--- config.mk ---
export PLATFORM = sky130hd
export DESIGN_NAME = ntt_rejsamp
export DESIGN_NICKNAME = d
export VERILOG_FILES = /design/src/rtl/rs_pkg.sv /design/src/rtl/rs_group_hold.sv /design/src/rtl/rs_coef_counter.sv /design/src/rtl/rs_seq_ctrl.sv /design/src/rtl/ntt_rejsamp.sv
export SDC_FILE = /design/constraint.sdc
export NUM_CORES = 1
export LEC_CHECK = 0
export BUFFER_PORTS_ARGS = -buffer_cell sky130_fd_sc_hd__buf_2
export CAP_MARGIN = 30
export CORE_MARGIN = 10
export CORE_UTILIZATION = 46
export DETAILED_ROUTE_END_ITERATION = 8
export PLACE_DENSITY = 0.77
export SLEW_MARGIN = 40
export SYNTH_ARGS = -nofsm -noshare
export SYNTH_HDL_FRONTEND = slang
export SYNTH_SLANG_ARGS = --single-unit
--- constraint.sdc ---
create_clock -name clk -period 2.8 [get_ports clk]
set_input_delay 0.56 -clock clk [delete_from_list [all_inputs] [get_ports clk]]
set_output_delay 0.56 -clock clk [all_outputs]
set_load 0.005 [all_outputs]
--- src/rtl/rs_pkg.sv ---
package rs_pkg;

  localparam int CAND_W = 12;
  localparam int GRP_W  = 2 * CAND_W;

  typedef enum logic [1:0] {
    ST_IDLE   = 2'd0,
    ST_FETCH  = 2'd1,
    ST_FIRST  = 2'd2,
    ST_SECOND = 2'd3
  } rs_state_t;

  // First candidate: low byte plus low nibble of the middle byte as bits 11:8.
  function automatic logic [CAND_W-1:0] cand_first(input logic [GRP_W-1:0] g);
    logic [7:0] b0;
    logic [7:0] b1;
    b0 = g[7:0];
    b1 = g[15:8];
    return {b1[3:0], b0};
  endfunction

  // Second candidate: high nibble of the middle byte plus top byte as bits 11:4.
  function automatic logic [CAND_W-1:0] cand_second(input logic [GRP_W-1:0] g);
    logic [7:0] b1;
    logic [7:0] b2;
    b1 = g[15:8];
    b2 = g[23:16];
    return {b2, b1[7:4]};
  endfunction

  function automatic logic cand_accept(input logic [CAND_W-1:0] c, input int unsigned modulus);
    return {20'd0, c} < modulus;
  endfunction

endpackage

--- src/rtl/rs_group_hold.sv ---
module rs_group_hold
  import rs_pkg::*;
(
  input  logic              clk,
  input  logic              rst_n,
  input  logic              load_i,
  input  logic [GRP_W-1:0]  grp_i,
  input  logic              sel_second_i,
  output logic [CAND_W-1:0] cand_o
);

  logic [GRP_W-1:0] grp_q;

  always_ff @(posedge clk or negedge rst_n) begin
    if (!rst_n) begin
      grp_q <= '0;
    end else if (load_i) begin
      grp_q <= grp_i;
    end
  end

  assign cand_o = sel_second_i ? cand_second(grp_q) : cand_first(grp_q);

endmodule

--- src/rtl/rs_coef_counter.sv ---
module rs_coef_counter #(
  parameter int NCOEF = 256
) (
  input  logic clk,
  input  logic rst_n,
  input  logic clear_i,
  input  logic incr_i,
  output logic need_more_o,
  output logic at_last_o
);

  localparam int CNT_W = $clog2(NCOEF + 1);

  logic [CNT_W-1:0] count_q;

  always_ff @(posedge clk or negedge rst_n) begin
    if (!rst_n) begin
      count_q <= '0;
    end else if (clear_i) begin
      count_q <= '0;
    end else if (incr_i) begin
      count_q <= count_q + 1'b1;
    end
  end

  assign need_more_o = count_q < CNT_W'(NCOEF);
  assign at_last_o   = count_q == CNT_W'(NCOEF - 1);

endmodule

--- src/rtl/rs_seq_ctrl.sv ---
module rs_seq_ctrl
  import rs_pkg::*;
(
  input  logic clk,
  input  logic rst_n,
  input  logic start_i,
  input  logic grp_valid_i,
  input  logic cand_ok_i,
  input  logic coef_ready_i,
  input  logic need_more_i,
  input  logic at_last_i,
  output logic idle_o,
  output logic grp_ready_o,
  output logic grp_load_o,
  output logic phase_active_o,
  output logic sel_second_o,
  output logic emit_fire_o,
  output logic cnt_clear_o
);

  rs_state_t state_q;
  rs_state_t state_d;
  logic      resolved;
  logic      more_after;

  assign emit_fire_o = cand_ok_i && coef_ready_i;
  // A phase is resolved once its candidate is either dropped or taken.
  assign resolved    = !cand_ok_i || coef_ready_i;
  // Whether another group is wanted once the current phase settles.
  assign more_after  = emit_fire_o ? !at_last_i : need_more_i;

  always_comb begin
    state_d = state_q;
    unique case (state_q)
      ST_IDLE:   if (start_i)     state_d = ST_FETCH;
      ST_FETCH:  if (grp_valid_i) state_d = ST_FIRST;
      ST_FIRST:  if (resolved)    state_d = ST_SECOND;
      ST_SECOND: if (resolved)    state_d = more_after ? ST_FETCH : ST_IDLE;
      default:                    state_d = ST_IDLE;
    endcase
  end

  always_ff @(posedge clk or negedge rst_n) begin
    if (!rst_n) begin
      state_q <= ST_IDLE;
    end else begin
      state_q <= state_d;
    end
  end

  assign idle_o         = state_q == ST_IDLE;
  assign grp_ready_o    = state_q == ST_FETCH;
  assign grp_load_o     = grp_ready_o && grp_valid_i;
  assign phase_active_o = (state_q == ST_FIRST) || (state_q == ST_SECOND);
  assign sel_second_o   = state_q == ST_SECOND;
  assign cnt_clear_o    = idle_o && start_i;

endmodule

--- src/rtl/ntt_rejsamp.sv ---
module ntt_rejsamp
  import rs_pkg::*;
#(
  parameter int NCOEF   = 256,
  parameter int MODULUS = 3329
) (
  input  logic              clk,
  input  logic              rst_n,
  input  logic              start_i,
  output logic              idle_o,
  input  logic [GRP_W-1:0]  grp_data_i,
  input  logic              grp_valid_i,
  output logic              grp_ready_o,
  output logic [CAND_W-1:0] coef_o,
  output logic              coef_valid_o,
  input  logic              coef_ready_i,
  output logic              coef_last_o
);

  // Named internal events
  logic              grp_load;
  logic              phase_active;
  logic              sel_second;
  logic              emit_fire;
  logic              cnt_clear;
  logic              need_more;
  logic              at_last;
  logic [CAND_W-1:0] cand;
  logic              cand_in_range;
  logic              cand_ok;

  rs_group_hold u_hold (
    .clk          (clk),
    .rst_n        (rst_n),
    .load_i       (grp_load),
    .grp_i        (grp_data_i),
    .sel_second_i (sel_second),
    .cand_o       (cand)
  );

  rs_coef_counter #(.NCOEF(NCOEF)) u_count (
    .clk         (clk),
    .rst_n       (rst_n),
    .clear_i     (cnt_clear),
    .incr_i      (emit_fire),
    .need_more_o (need_more),
    .at_last_o   (at_last)
  );

  // Both phases share the same guard: in range and still short of NCOEF.
  assign cand_in_range = cand_accept(cand, MODULUS);
  assign cand_ok       = phase_active && cand_in_range && need_more;

  rs_seq_ctrl u_ctrl (
    .clk            (clk),
    .rst_n          (rst_n),
    .start_i        (start_i),
    .grp_valid_i    (grp_valid_i),
    .cand_ok_i      (cand_ok),
    .coef_ready_i   (coef_ready_i),
    .need_more_i    (need_more),
    .at_last_i      (at_last),
    .idle_o         (idle_o),
    .grp_ready_o    (grp_ready_o),
    .grp_load_o     (grp_load),
    .phase_active_o (phase_active),
    .sel_second_o   (sel_second),
    .emit_fire_o    (emit_fire),
    .cnt_clear_o    (cnt_clear)
  );

  assign coef_o       = cand;
  assign coef_valid_o = cand_ok;
  assign coef_last_o  = cand_ok && at_last;

endmodule

==> flow_metrics.py <==
metrics = {
    "run_status": {
        "outcome": "completed",
    },
    "final_layout": {
        "drive_above_1_share": 0.470,
        "area.growth.synth_to_final_pct": 22.0,
        "n_antenna_cell": 0,
        "nets": 251,
        "regArea_um2": 876,
        "multiInputGateArea_um2": 960,
        "utilization": 0.579,
        "nFillCells": 338,
    },
    "global_routing": {
        "grt_pass1_vias": 1611,
        "antenna_found_initial": 0,
        "grt.total_usage": 0.122,
        "grt_pass1_wl_um": 7270,
        "grt_max_degree": 36,
        "overflow": 0,
    },
    "synthesis": {
        "synth.distinct_cells": 34,
        "yosys.area.top_type": "dfrtp_1",
        "yosysWarnings": 0,
        "yosys-top-cells-area": "dfrtp_1, mux2_2, ha_1",
        "avgSynthCellArea_um2": 11.5,
        "synthCells": 164,
        "postSynthNetCount": 199,
        "ys_seq_area_frac": 0.465,
        "syn_area_mm2": 0.00188,
        "ys_seq_elements": 35,
        "synth_top_area_frac": 0.465,
    },
    "die": {
        "dieArea_mm2": 0.00706,
        "die_y_um": 84,
        "initial_core_util": 0.474,
        "fp.coreArea_mm2": 0.00397,
        "num_rows": 23,
        "io-pin-count": 45,
        "die_w_um": 84,
    },
    "timing": {
        "setup_viol": 0,
        "worst_pin_slew_ns": 0.443,
        "hold_viol": 0,
        "maxSlewViolCount": 0,
        "slew_headroom": 0.704,
        "setup_ws_ns": 0.0222,
        "fmaxAchievable_mhz": 360,
        "clock_skew_ns": 0.00656,
        "fin_crit_ns": 2.78,
        "tns_ns": 0,
        "rsz0062_at_grt": "true",
        "post-route-period-util": 0.992,
        "holdWs_ns": 0.213,
    },
    "critical_path": {
        "end_kind": "primary output",
        "worstPathMaxFanout": 5,
        "r2r-start": "u_ctrl.state_q[1]$_DFFE_PN0P_",
        "cp.arrival_ns": 2.22,
        "path_class": "reg -> out",
        "start_kind": "flip-flop",
        "crit_path_start": "u_ctrl.state_q[1]$_DFFE_PN0P_",
        "critPathRequiredTime_ns": 2.24,
    },
    "route": {
        "first_pass_iters": 4,
        "vias_per_cell": 5.60,
        "postRouteAntennaNets": 0,
        "drc": 0,
        "drt_iter0_drc": 98,
        "drt_wl_total_um": 4310,
        "num_vias": 1496,
        "post_drt_wl_per_cell_um": 16.1,
    },
    "clocking": {
        "clkSlewWorstSetupHoldPaths_ns": 0.07,
        "cts_sinks": 35,
        "cts_buffer_depth": 2,
        "cts_buffers": 5,
        "cts_hold_buf": 0,
        "clockRootBuffer": "clkbuf_8",
        "tritoncts": "built",
        "htreeDepth": 2,
        "insertion_delay_ns": 0.29,
    },
    "placed_design": {
        "portBuffers": 44,
        "dp_slack_ns": 0.210,
        "hpwl_um": 3200,
        "place_congestion": 0.803,
    },
    "pwr": {
        "p_sw_frac": 0.367,
        "leakage_nw": 1.05,
        "switchingPower_w": 0.000891,
        "p_seq_frac": 0.371,
        "power_w": 0.00243,
        "p_comb_frac": 0.484,
        "clockPowerShare": 0.144,
        "power.density_mw_per_mm2": 1060,
        "vdd_ir_drop_max_uv": 588,
        "p_int_w": 0.00154,
    },
    "hold_path": {
        "hold_path_class": "in -> async",
    },
    "job": {
        "cap_violations": 0,
    },
}
## cell families after synthesis
kind of cell             synth area share
buffers and inverters              0.0325
flip-flops                          0.465
adder cells (fa/ha/maj)            0.0398
AO/OA/AOI/OAI                      0.0936
multiplexers                        0.237
AND/OR/NAND/NOR                     0.132
## cells in the final DEF, fill, tap and decap left out, types with 2 or more instances in the layout
master	n
o211ai_1	3
and3_1	3
nor4_1	2
and2_1	2
nor2_1	6
inv_1	6
a22oi_1	2
clkinv_2	3
nand2b_1	3
mux2i_1	3
nor3_1	2
nand4_1	5
a32o_1	2
nand3_1	5
buf_2	43
ha_1	5
a21oi_1	5
clkbuf_8	5
dfrtp_1	35
mux2_2	37
nand2_1	8
nand4b_1	2
buf_4	9
o31ai_1	5
or4_1	4
## layer usage
| layer | GRT usage | routed length [µm] | up-vias |
|---|---|---|---|
| met4 | 0.0381 | 36 | 0 |
| li1 | - | - | 713 |
| met2 | 0.198 | 2160 | 46 |
| met5 | 0 | 0 | - |
| met3 | 0.0547 | 299 | 4 |
| met1 | 0.138 | 1810 | 733 |
## worst max-delay path, stage by stage (launching register included)
cell and delay, ns:
dfrtp_1 0.42, ha_2 0.22, buf_6 0.09, or4b_4 0.43, o22a_1 0.27, o21a_1 0.24
nor2_2 0.12, buf_2 0.13
## final cells by class
| type | count | area share |
|---|---|---|
| multi-input combinational | 115 | 0.418 |
| clock buffer | 5 | 0.0299 |
| clock inverter | 3 | 0.00653 |
| sequential | 35 | 0.381 |
| timing repair buffer | 53 | 0.128 |
| inverter | 6 | 0.00980 |
| tap | 50 | 0.0272 |
## power groups by stage
stage / logic [W] / clock network, W / registers (W)
2_1_floorplan: 0.000787 / 0 / 0.000848
4_1_cts: 0.00114 / 0.000364 / 0.000897
6_report: 0.00118 / 0.000351 / 0.000902
3_3_place_gp: 0.00110 / 0 / 0.000902
5_1_grt: 0.00132 / 0.000388 / 0.000929
3_5_place_dp: 0.00112 / 0 / 0.000912
## Yosys cell counts, drive strengths merged
cell and count:
a21oi 5, nor4 2, o31ai 5, and3 3, o41ai 1, o21a 1, ha 6, inv 6
nand2b 3, nor2b 1, nand2 8, o22a 1, or4b 1, o311ai 2, dfrtp 35, buf 4
o211ai 3, mux2 37, a32o 2, nor2 7, a32oi 1, a22oi 2, mux2i 3, and2 2
nand4b 2, nand3 5, or4 4, o21ai 1, nand4 5, clkbuf 4, nor3 2
## timing repair
| action | in CTS | in global routing |
|---|---|---|
| gates resized for setup | 1 | 5 |
| buffers inserted | 1 | 3 |
| cloned | 0 | 0 |
| endpoints found under the hold margin | 0 | 0 |
| pin swaps | 0 | 4 |
| setup endpoints to repair | 2 | 2 |
## worst paths after layout
path | endpoint | slack, ns | depth (start not counted)
min | u_count.count_q[4]$_DFFE_PN0P_ | 0.21 | 1
max in group asynchronous | u_ctrl.state_q[1]$_DFFE_PN0P_ | 2.27 | 1
min reg2reg | u_hold.grp_q[19]$_DFFE_PN0P_ | 0.54 | 1
max reg2reg | u_count.count_q[3]$_DFFE_PN0P_ | 0.13 | 9
max | coef_valid_o | 0.02 | 7
min in group clk | u_hold.grp_q[18]$_DFFE_PN0P_ | 0.50 | 2
## flip-flops by register name (all words and copies together) (netlist names)
register / flops
u_hold.grp_q: 24
u_count.count_q: 9
u_ctrl.state_q: 2
## through the flow
stage,std cells,instance area (µm²)
after global placement,255,2170
after detailed placement,255,2170
after global routing,267,2300
after CTS,264,2260
after floorplan,164,1880
final,267,2300
Power figures use the tool's default switching activity.
